<file path="src/rtl/rtc_pkg.sv">
`timescale 1ns/1ps
package rtc_pkg;

  localparam int KEY_LEN = 64;
  localparam int IMG_LEN = 64;
  localparam int IDX_W   = $clog2(KEY_LEN);
  localparam int REG_W   = 8;

  localparam logic [IMG_LEN-1:0] RESET_TIME = 64'h00010101_00000000;

  typedef enum logic [1:0] {PH_IDLE, PH_KEY, PH_XFER} phase_t;

  typedef struct packed {
    logic             snap;
    logic             bitWr;
    logic             load;
    logic             rdEn;
    logic             xfer;
    logic [IDX_W-1:0] bitIdx;
  } rtcStrb_t;

  function automatic logic [REG_W-1:0] toBcd(input int unsigned v);
    return {4'(v / 10), 4'(v % 10)};
  endfunction

  function automatic int unsigned fromBcd(input logic [REG_W-1:0] b);
    return int'(b[7:4]) * 10 + int'(b[3:0]);
  endfunction

  function automatic int unsigned monthLen(input int unsigned mo, input int unsigned yr);
    int unsigned len;
    case (mo)
      4, 6, 9, 11: len = 30;
      2:           len = (yr % 4 == 0) ? 29 : 28;
      default:     len = 31;
    endcase
    return len;
  endfunction

  function automatic logic [IMG_LEN-1:0] advanceTime(input logic [IMG_LEN-1:0] t);
    logic [IMG_LEN-1:0] n;
    logic [REG_W-1:0]   b;
    logic               carry;
    int unsigned        v, len;
    n = t;
    // hundredths
    v = fromBcd(t[7:0]);
    if (v >= 99) begin n[7:0] = 8'h00; carry = 1'b1; end
    else begin n[7:0] = toBcd(v + 1); carry = 1'b0; end
    // seconds
    if (carry) begin
      v = fromBcd(t[15:8]);
      if (v >= 59) n[15:8] = 8'h00;
      else begin n[15:8] = toBcd(v + 1); carry = 1'b0; end
    end
    // minutes
    if (carry) begin
      v = fromBcd(t[23:16]);
      if (v >= 59) n[23:16] = 8'h00;
      else begin n[23:16] = toBcd(v + 1); carry = 1'b0; end
    end
    // hours
    if (carry) begin
      if (t[31]) begin
        v = fromBcd({3'b000, t[28:24]});
        if (v == 11) begin
          b = toBcd(12);
          n[31:24] = {1'b1, 1'b0, ~t[29], b[4:0]};
          carry = t[29];
        end else if (v >= 12) begin
          b = toBcd(1);
          n[31:24] = {1'b1, 1'b0, t[29], b[4:0]};
          carry = 1'b0;
        end else begin
          b = toBcd(v + 1);
          n[31:24] = {1'b1, 1'b0, t[29], b[4:0]};
          carry = 1'b0;
        end
      end else begin
        v = fromBcd({2'b00, t[29:24]});
        if (v >= 23) n[31:24] = 8'h00;
        else begin n[31:24] = toBcd(v + 1); carry = 1'b0; end
      end
    end
    // weekday and date
    if (carry) begin
      v = int'(t[34:32]);
      n[39:32] = {2'b00, t[37], 2'b00, (v >= 7) ? 3'd1 : 3'(v + 1)};
      len = monthLen(fromBcd({3'b000, t[52:48]}), fromBcd(t[63:56]));
      v = fromBcd({2'b00, t[45:40]});
      if (v >= len) n[47:40] = 8'h01;
      else begin n[47:40] = toBcd(v + 1); carry = 1'b0; end
    end
    // month
    if (carry) begin
      v = fromBcd({3'b000, t[52:48]});
      if (v >= 12) n[55:48] = 8'h01;
      else begin n[55:48] = toBcd(v + 1); carry = 1'b0; end
    end
    // year
    if (carry) begin
      v = fromBcd(t[63:56]);
      n[63:56] = (v >= 99) ? 8'h00 : toBcd(v + 1);
    end
    return n;
  endfunction

endpackage

</file>
<file path="src/rtl/rtc_ctrl.sv">
`timescale 1ns/1ps
module rtc_ctrl
  import rtc_pkg::*;
#(
  parameter logic [KEY_LEN-1:0] KEY = 64'h5CA33AC5_5CA33AC5
) (
  input  logic     clk,
  input  logic     rstN,
  input  logic     isWr,
  input  logic     isRd,
  input  logic     din,
  output rtcStrb_t strb
);

  phase_t           phase;
  logic [IDX_W-1:0] idx;
  logic             wrote;
  logic             lastIdx;
  logic             keyHit;

  assign lastIdx = (idx == IDX_W'(KEY_LEN - 1));
  assign keyHit  = (din == KEY[idx]);

  always_comb begin
    strb.xfer   = (phase == PH_XFER);
    strb.snap   = (phase == PH_KEY) && isWr && keyHit && lastIdx;
    strb.bitWr  = (phase == PH_XFER) && isWr;
    strb.rdEn   = (phase == PH_XFER) && isRd;
    strb.load   = (phase == PH_XFER) && (isWr || isRd) && lastIdx && (wrote || isWr);
    strb.bitIdx = idx;
  end

  always_ff @(posedge clk) begin
    if (!rstN) begin
      phase <= PH_IDLE;
      idx   <= '0;
      wrote <= 1'b0;
    end else begin
      case (phase)
        PH_XFER: begin
          if (isWr || isRd) begin
            if (lastIdx) begin
              phase <= PH_IDLE;
              idx   <= '0;
              wrote <= 1'b0;
            end else begin
              idx   <= idx + 1'b1;
              wrote <= wrote | isWr;
            end
          end
        end
        default: begin
          if (isRd) begin
            phase <= PH_KEY;
            idx   <= '0;
          end else if (isWr && phase == PH_KEY) begin
            if (!keyHit) begin
              phase <= PH_IDLE;
              idx   <= '0;
            end else if (lastIdx) begin
              phase <= PH_XFER;
              idx   <= '0;
              wrote <= 1'b0;
            end else begin
              idx <= idx + 1'b1;
            end
          end
        end
      endcase
    end
  end

endmodule

</file>
<file path="src/rtl/rtc_datapath.sv">
`timescale 1ns/1ps
module rtc_datapath
  import rtc_pkg::*;
(
  input  logic               clk,
  input  logic               rstN,
  input  rtcStrb_t           strb,
  input  logic               din,
  input  logic               tick,
  output logic               rdBit,
  output logic [IMG_LEN-1:0] timeNow
);

  localparam int STOP_BIT = 4 * REG_W + 5;

  logic [IMG_LEN-1:0] image;
  logic [IMG_LEN-1:0] nextImg;
  logic [IMG_LEN-1:0] timeReg;

  always_comb begin
    nextImg = image;
    if (strb.bitWr) nextImg[strb.bitIdx] = din;
  end

  assign rdBit   = image[strb.bitIdx];
  assign timeNow = timeReg;

  always_ff @(posedge clk) begin
    if (!rstN) begin
      image <= '0;
    end else if (strb.snap) begin
      image <= timeReg;
    end else if (strb.bitWr) begin
      image <= nextImg;
    end
  end

  always_ff @(posedge clk) begin
    if (!rstN) begin
      timeReg <= RESET_TIME;
    end else if (strb.load) begin
      timeReg <= nextImg;
    end else if (tick && !timeReg[STOP_BIT]) begin
      timeReg <= advanceTime(timeReg);
    end
  end

endmodule

</file>
<file path="src/rtl/keyed_serial_rtc.sv">
`timescale 1ns/1ps
module keyed_serial_rtc
  import rtc_pkg::*;
#(
  parameter logic [KEY_LEN-1:0] KEY = 64'h5CA33AC5_5CA33AC5
) (
  input  logic clk,
  input  logic rstN,
  input  logic ceN,
  input  logic weN,
  input  logic oeN,
  input  logic dataIn,
  input  logic tick,
  output logic dataOut,
  output logic dataOe,
  output logic memPass
);

  logic               access;
  logic               isWr;
  logic               isRd;
  logic               rdBit;
  rtcStrb_t           strb;
  logic [IMG_LEN-1:0] curTime;

  assign access = !ceN && (!weN || !oeN);
  assign isWr   = access && !weN;
  assign isRd   = access && weN && !oeN;

  rtc_ctrl #(.KEY(KEY)) u_ctrl (
    .clk  (clk),
    .rstN (rstN),
    .isWr (isWr),
    .isRd (isRd),
    .din  (dataIn),
    .strb (strb)
  );

  rtc_datapath u_dp (
    .clk     (clk),
    .rstN    (rstN),
    .strb    (strb),
    .din     (dataIn),
    .tick    (tick),
    .rdBit   (rdBit),
    .timeNow (curTime)
  );

  assign dataOe  = strb.rdEn;
  assign dataOut = strb.rdEn & rdBit;
  assign memPass = access && !strb.xfer;

endmodule

</file>
<file path="config.mk">
export PLATFORM = sky130hd
export DESIGN_NAME = keyed_serial_rtc
export DESIGN_NICKNAME = d
export VERILOG_FILES = /design/src/rtl/rtc_pkg.sv /design/src/rtl/rtc_ctrl.sv /design/src/rtl/rtc_datapath.sv /design/src/rtl/keyed_serial_rtc.sv
export SDC_FILE = /design/constraint.sdc
export NUM_CORES = 1
export LEC_CHECK = 0
export ABC_CLOCK_PERIOD_IN_PS = 10800
export CAP_MARGIN = 20
export CORE_ASPECT_RATIO = 2
export CORE_MARGIN = 5
export CORE_UTILIZATION = 40
export DETAILED_ROUTE_END_ITERATION = 6
export HOLD_SLACK_MARGIN = 0.06
export SETUP_SLACK_MARGIN = 0.3
export SYNTH_ARGS = -nofsm -noshare
export SYNTH_HDL_FRONTEND = slang
export SYNTH_SLANG_ARGS = --single-unit
</file>
<file path="constraint.sdc">
create_clock -name clk -period 10.8 [get_ports clk]
set_input_delay 1.08 -clock clk [delete_from_list [all_inputs] [get_ports clk]]
set_output_delay 1.08 -clock clk [all_outputs]
set_load 0.03 [all_outputs]
</file>
# [Word level (Yosys, flattened, before mapping)]
# Memory sizes are Yosys's and may differ from the RTL's. A register that Yosys moved wholly into a read port is not among the register bits.
# Cells that the tools add are included.
# Widths: inputs -> output; s select.
[totals] register_bits=137 romBits=64 out_inout_bits=3 elab_cells=219 mem_count=1
[op_classes] n_addsub=18 multipliers=8 div=16 order_cmp=11 n_eq_ne=15 mux=87 bitwise=3 n_reduce_logical=47
[memory_table] name="(no name shown)" words=64 width=1 rd=1 rd_clocked_by_memory_dff=1 wr=0 line_no="rtc_ctrl.sv:22" text="assign keyHit = (din == KEY[idx]);"
[ops] cell="$mux 64" count=5
[ops] cell="$add 32x1->32 const B" count=8
[ops] cell="$add 32x5->32" count=8
[ops] cell="$div 32x4->32 const B" count=8
[ops] cell="$mod 32x4->32 const B" count=8
[ops] cell="$mux 32" count=4
[ops] cell="$mux 8" count=14
[ops] cell="$eq 32x4->1 const B" count=3
[ops] cell="$bwmux 64" count=1
[ops] cell="$eq 32x3->1 const B" count=2
[ops] cell="$ge 32x4->1 const B" count=2
[ops] cell="$ge 32x6->1 const B" count=2
[ops] cell="$ge 32x7->1 const B" count=2
[ops] cell="$pmux 32 s2" count=1
[ops] cell="$mux 6" count=8
[ops] cell="$mux 1" count=42
[ops] cell="$eq 32x2->1 const B" count=1
[ops] cell="$ge 32x32->1" count=1
[ops] cell="$ge 32x5->1 const B" count=1
[ops] cell="$logic_not 32->1" count=1
[ops] cell="$mul 4x3->7 const B" count=4
[ops] cell="$reduce_bool 2->1" count=11
[ops] cell="$mux 16" count=1
[ops] cell="$logic_and 1x1->1" count=15
[ops] cell="31 further kinds" count=52

# [Logic depth before layout (Yosys ltp)]
[logic_depth] ltp_word=40 ltp_mapped=22

# [Hierarchy]
# From an unflattened synthesis, not the netlist that was laid out.
[hier_totals] cells_unflattened=1858 area_unflattened_um2=13827.0
[modules_own_cells] mod="rtc_datapath" instances=1 cells_per_inst=1774 area_per_inst_um2=13101.3 seq_area_each_um2=2562.5
[modules_own_cells] mod="rtc_ctrl" instances=1 cells_per_inst=80 area_per_inst_um2=690.7 seq_area_each_um2=200.2
[modules_own_cells] mod="keyed_serial_rtc" instances=1 cells_per_inst=4 area_per_inst_um2=35.0 seq_area_each_um2=0.0

# [Worst setup path after synthesis]
# No wires, ideal clock.
[synth_path] path_kind="flip-flop to flip-flop" startpoint="register u_dp.timeReg[28] (netlist: u_dp.timeNow[28])" endpoint="register u_dp.timeReg[27] (netlist: u_dp.timeNow[27])" setup_time_ps=115 arrival_time_ps=4300 path_slack_ps=6385 stages_incl_launch_ff=21 n_path_buf=1 synth_period_minus_slack_ps=4415 cell_sequence="dfxtp_1 -> ha_1 -> clkbuf_1 -> xor2_1 -> and2_1 -> nand2_1 -> xnor2_1 -> ha_1 -> and3b_1 -> o211ai_1 -> a22oi_1 -> o21ai_0 -> xnor2_1 -> a21boi_0 -> nor3_1 -> nor2_1 -> xor2_1 -> a32o_1 -> a21oi_1 -> o21ai_0 -> and2_1"
[synth_between] elab_chain_cells=10
[synth_rtl] element="start, declared" line_no="rtc_datapath.sv:18" text="logic [IMG_LEN-1:0] timeReg;"
[synth_rtl] element="start signal, assigned" line_no="rtc_datapath.sv:42" text="timeReg <= nextImg;"
[synth_rtl] element="start signal, assigned" line_no="rtc_datapath.sv:44" text="timeReg <= advanceTime(timeReg);"
[synth_rtl] element="$mul 1x3->4" line_no="rtc_pkg.sv:27" text="return int'(b[7:4]) * 10 + int'(b[3:0]);"
[synth_rtl] element="$add 32x5->32" line_no="rtc_pkg.sv:27"
[synth_rtl] element="$add 32x1->32" line_no="rtc_pkg.sv:75" text="b = toBcd(v + 1);"
[synth_rtl] element="$mod 32x4->32" line_no="rtc_pkg.sv:23" text="return {4'(v / 10), 4'(v % 10)};"
[synth_rtl] element="$mux 5" line_no="rtc_pkg.sv:70" text="end else if (v >= 12) begin"
[synth_rtl] element="$mux 8" line_no="rtc_pkg.sv:66" text="if (v == 11) begin"
[synth_rtl] element="$mux 8 *" line_no="rtc_pkg.sv:64" text="if (t[31]) begin"
[synth_rtl] element="$mux 8 *" line_no="rtc_pkg.sv:63" text="if (carry) begin"
[synth_rtl] element="$mux 64 *" line_no="rtc_datapath.sv:43" text="end else if (tick && !timeReg[STOP_BIT]) begin"
[synth_rtl] element="$mux 64 *" line_no="rtc_datapath.sv:41" text="end else if (strb.load) begin"
# Every way passes the cells marked *; elsewhere a longest branch is shown, timed or not. The select of a mux whose other input is x is not followed.
# A chain may end at the register's enable or synchronous reset.

# [Worst setup path after layout]
[layout_path] startpoint="register u_dp.timeReg[15] (netlist: u_dp.timeNow[15])" endpoint="register u_dp.timeReg[58] (netlist: u_dp.timeNow[58])"
[layout_between] elab_chain_cells=26
[layout_rtl] element="$mul 4x3->7" line_no="rtc_pkg.sv:27"
[layout_rtl] element="$add 32x5->32" line_no="rtc_pkg.sv:27"
[layout_rtl] element="$ge 32x6->1" line_no="rtc_pkg.sv:53" text="if (v >= 59) n[15:8] = 8'h00;"
[layout_rtl] element="$mux 1" line_no="rtc_pkg.sv:53"
[layout_rtl] element="$mux 1" line_no="rtc_pkg.sv:51" text="if (carry) begin"
[layout_rtl] element="$mux 1" line_no="rtc_datapath.sv:43"
[layout_rtl] element="$mux 1" line_no="rtc_datapath.sv:41"
[layout_rtl] element="$mux 1" line_no="rtc_datapath.sv:39" text="if (!rstN) begin"
[layout_rtl] element="[... 10 more ...]"
[layout_rtl] element="$mux 1" line_no="rtc_datapath.sv:41"
[layout_rtl] element="$mux 1" line_no="rtc_datapath.sv:39"
[layout_rtl] element="$mux 1" line_no="rtc_pkg.sv:95" text="if (carry) begin"
[layout_rtl] element="$mux 1" line_no="rtc_datapath.sv:43"
[layout_rtl] element="$mux 1" line_no="rtc_datapath.sv:41"
[layout_rtl] element="$mux 1" line_no="rtc_datapath.sv:39"
[layout_rtl] element="$reduce_bool 2->1 (no line)"
[layout_rtl] element="$reduce_and 2->1 (no line)"
# Every way passes these cells. The select of a mux whose other input is x is not followed.

==> flow_metrics.env <==
export IMPL_antenna_found_initial=0
export IMPL_cp_common_cell="ha_1"
export IMPL_ctsResizeCount=0
export IMPL_gp_congestion=0.895
export IMPL_clock_sinks=138
export IMPL_via_per_inst=6.28
export IMPL_layout_nets=1927
export IMPL_layout_common_cells="167 x nor2_1, 154 x o21ai_0, 151 x nand2_1, 138 x dfxtp_1, 123 x a21oi_1"
export IMPL_path_cells="ha_1 -> ha_1 -> inv_1 -> fa_1 -> or3_1 -> a21oi_1 -> nor2_1 -> nor3_1 -> or4_1 -> and2_1 -> a41o_1 -> nand2_2 -> nor2_2 -> nand3_1 -> a311o_1 -> o31ai_1"
export IMPL_syn_inst=1901
export IMPL_io_pins=10
export IMPL_grt_pass1_vias=14100
export IMPL_worstSetupStartpointType="flop"
export IMPL_cap_violations=0
export IMPL_finClkSkew_ps=6.87
export IMPL_drcViolationCount=2
export IMPL_wl_per_cell_um=20.1
export IMPL_final_cell_area_sq_um=15300
export IMPL_fin_ws_ps=4950
export IMPL_cts_tree="built"
export IMPL_outcome="complete, but fails checks"
export IMPL_slew_headroom_pct=27.4
export IMPL_gr_total_overflow=0
export IMPL_die_x_um=143
export IMPL_syn_to_final_growth_pct=7.33
export IMPL_synth_seq_area_share_pct=19.4
export IMPL_clockRootBuffer="clkbuf_16"
export IMPL_ctsHoldBuffers=0
export IMPL_dp_hpwl_um=33700
export IMPL_cp_arrival_ps=6210
export IMPL_fin_crit_sh_pct=54.2
export IMPL_synth_largest_area_cell="dfxtp_1"
export IMPL_floorplan_initialDensity_pct=40.6
export IMPL_diodes=0
export IMPL_num_rows=97
export IMPL_synth_area_per_cell_sq_um=7.48
export IMPL_yosysTopAreaCellShare_pct=19.4
export IMPL_synthesis_area_sq_um=14200
export IMPL_worst_pin_slew_ps=1070
export IMPL_leakage_nw=5.82
export IMPL_async_flop_share_pct=0
export IMPL_vias=14400
export IMPL_finalSetupTns_ps=0
export IMPL_hold_path_class="reg2reg"
export IMPL_wirelength_um=46100
export IMPL_endpoint_kind="flop"
export IMPL_gr_usage_all_layers_pct=22.5
export IMPL_slew_violations=0
export IMPL_ys_ff_latch=138
export IMPL_fill_cells=3569
export IMPL_first_iter_violations=914
export IMPL_layout_commonest_cell="nor2_1"
export IMPL_post_synth_num_cell_types=95
export IMPL_grt_max_degree=86
export IMPL_p_total_mw=2.02
export IMPL_cp_slowest_cell="a41o_1"
export IMPL_die_h_um=277
export IMPL_cts_max_level=4
export IMPL_clk_latency_ps=430
export IMPL_fmax_mhz=171
export IMPL_violations="DRC"
export IMPL_post_cts_buffers=0
export IMPL_setup_viol=0
export IMPL_ys_warnings_count=0
export IMPL_slowest_delay_ps=760
export IMPL_core_sq_um=35100
export IMPL_drive_above_1_share_pct=6.27
export IMPL_crit_family="simple AND/OR/NAND/NOR gates"
export IMPL_ir_worst_vdd_mv=0.245
export IMPL_finalHoldViolCount=0
export IMPL_dr_pass1_iters=7
export IMPL_min_period_ps=5850
export IMPL_worst_setup_path_type="reg2reg"
export IMPL_synth_net_count=1992
export IMPL_die_area_sq_um=39700
export IMPL_synth_edf_count=0
export IMPL_clock_path_buffers=2
export IMPL_port_buffers=9
export IMPL_grt_pass1_wl_um=72800
export IMPL_synth_ff_type="dfxtp_1"
export IMPL_cts_buffers=17
export IMPL_clkTransAtPathRegs_ps=60
export IMPL_ant_nets=0
export IMPL_required_ps=11150
export IMPL_synthTopCellsByArea="dfxtp_1 19%, ha_1 6.5%, mux2i_1 5.7%"
export IMPL_rsz0062_at_grt="false"
export IMPL_path_max_fanout=18
export IMPL_dpl_instance_area_sq_um=14600
export IMPL_dp_worst_setup_slack_ps=4430
export IMPL_powerDensity_nw_per_um2=132
export IMPL_critPathBufInv=1
[logic make-up after synthesis]
| group | after synthesis | share of synthesized area, % |
|---|---|---|
| DFF | 138 | 19.4 |
| buffers and inverters | 175 | 4.77 |
| adders and majority gates | 90 | 8.35 |
| xor gates and xnor gates | 100 | 6.55 |
| and+or+nand+nor | 676 | 23.9 |
| muxes | 92 | 6.65 |
| AOI/OAI and AO/OA | 630 | 30.3 |
[worst register-to-register path, cell delays in order, from the launching register on]
cell	delay [ps]
dfxtp_1	460
ha_1	290
ha_1	230
inv_1	80
fa_1	510
or3_1	420
a21oi_1	260
nor2_1	110
nor3_1	190
or4_1	310
and2_1	580
a41o_1	760
nand2_2	310
nor2_2	570
nand3_1	140
a311o_1	350
o31ai_1	220
[final cells by class]
type	count	area, sq um	area share [%]
Clock inverter	9	159	1.04
Clock buffer	23	508	3.33
Sequential cell	138	2760	18.1
Timing Repair Buffer	32	263	1.72
Inverter	59	221	1.45
Multi-Input combinational cell	1588	10800	70.7
Tap cell	445	557	3.65
[through the flow]
stage          util (%)  hold slack (ps)  instances
2_1_floorplan         -              461       1901
3_3_place_gp       41.5              480       2259
3_5_place_dp       41.6              487       2261
4_1_cts            43.5              495       2293
5_1_grt            43.5              508       2294
6_report           43.5              496       2294
[synth_stat cells (13+ instances only)]
cell and n:
nand2_1 152, a21o_1 18, and3_1 23, a211oi_1 17, xor2_1 37, ha_1 74, nand2b_1 13, a21oi_1 123
nor2b_1 47, o211ai_1 34, and2_1 67, nor2_1 168, clkbuf_1 97, a221oi_1 31, nor4_1 13, xnor2_1 58
o21ai_0 154, a22oi_1 56, mux2i_1 81, inv_1 59, nand3_1 70, dfxtp_1 138, o211a_1 27, o221ai_1 19
nor3_1 38, a31oi_1 19
[registers in the layout, indices dropped and copies added (netlist names), named ones only]
| name | cells |
|---|---|
| u_dp.timeNow | 64 |
| u_ctrl.phase | 2 |
| u_dp.image | 64 |
| u_ctrl.wrote | 1 |
| u_ctrl.idx | 6 |
[power by group]
group | internal [mW] | switching (mW) | total [mW]
Combinational | 0.300 | 0.519 | 0.819
Clock | 0.424 | 0.230 | 0.654
Sequential | 0.524 | 0.0195 | 0.544
[layer usage]
metal	up-vias	GRT usage, %	wire [um]
met5	-	0	0
met4	0	13.6	2970
met3	137	2.70	1580
met2	403	43.4	25000
met1	6926	21.9	16500
li1	6939	-	-
[path summary, 6_finish.rpt]
path	to	slack, ps	cells past startpoint	startpoint
max reg2reg	u_dp.timeNow[58]	4950	16	u_dp.timeNow[15]
max	u_dp.timeNow[58]	4950	16	u_dp.timeNow[15]
min	u_dp.timeNow[25]	500	2	u_dp.timeNow[25]
min reg2reg	u_dp.timeNow[25]	500	2	u_dp.timeNow[25]
No activity file was read; power rests on OpenSTA's default activity.
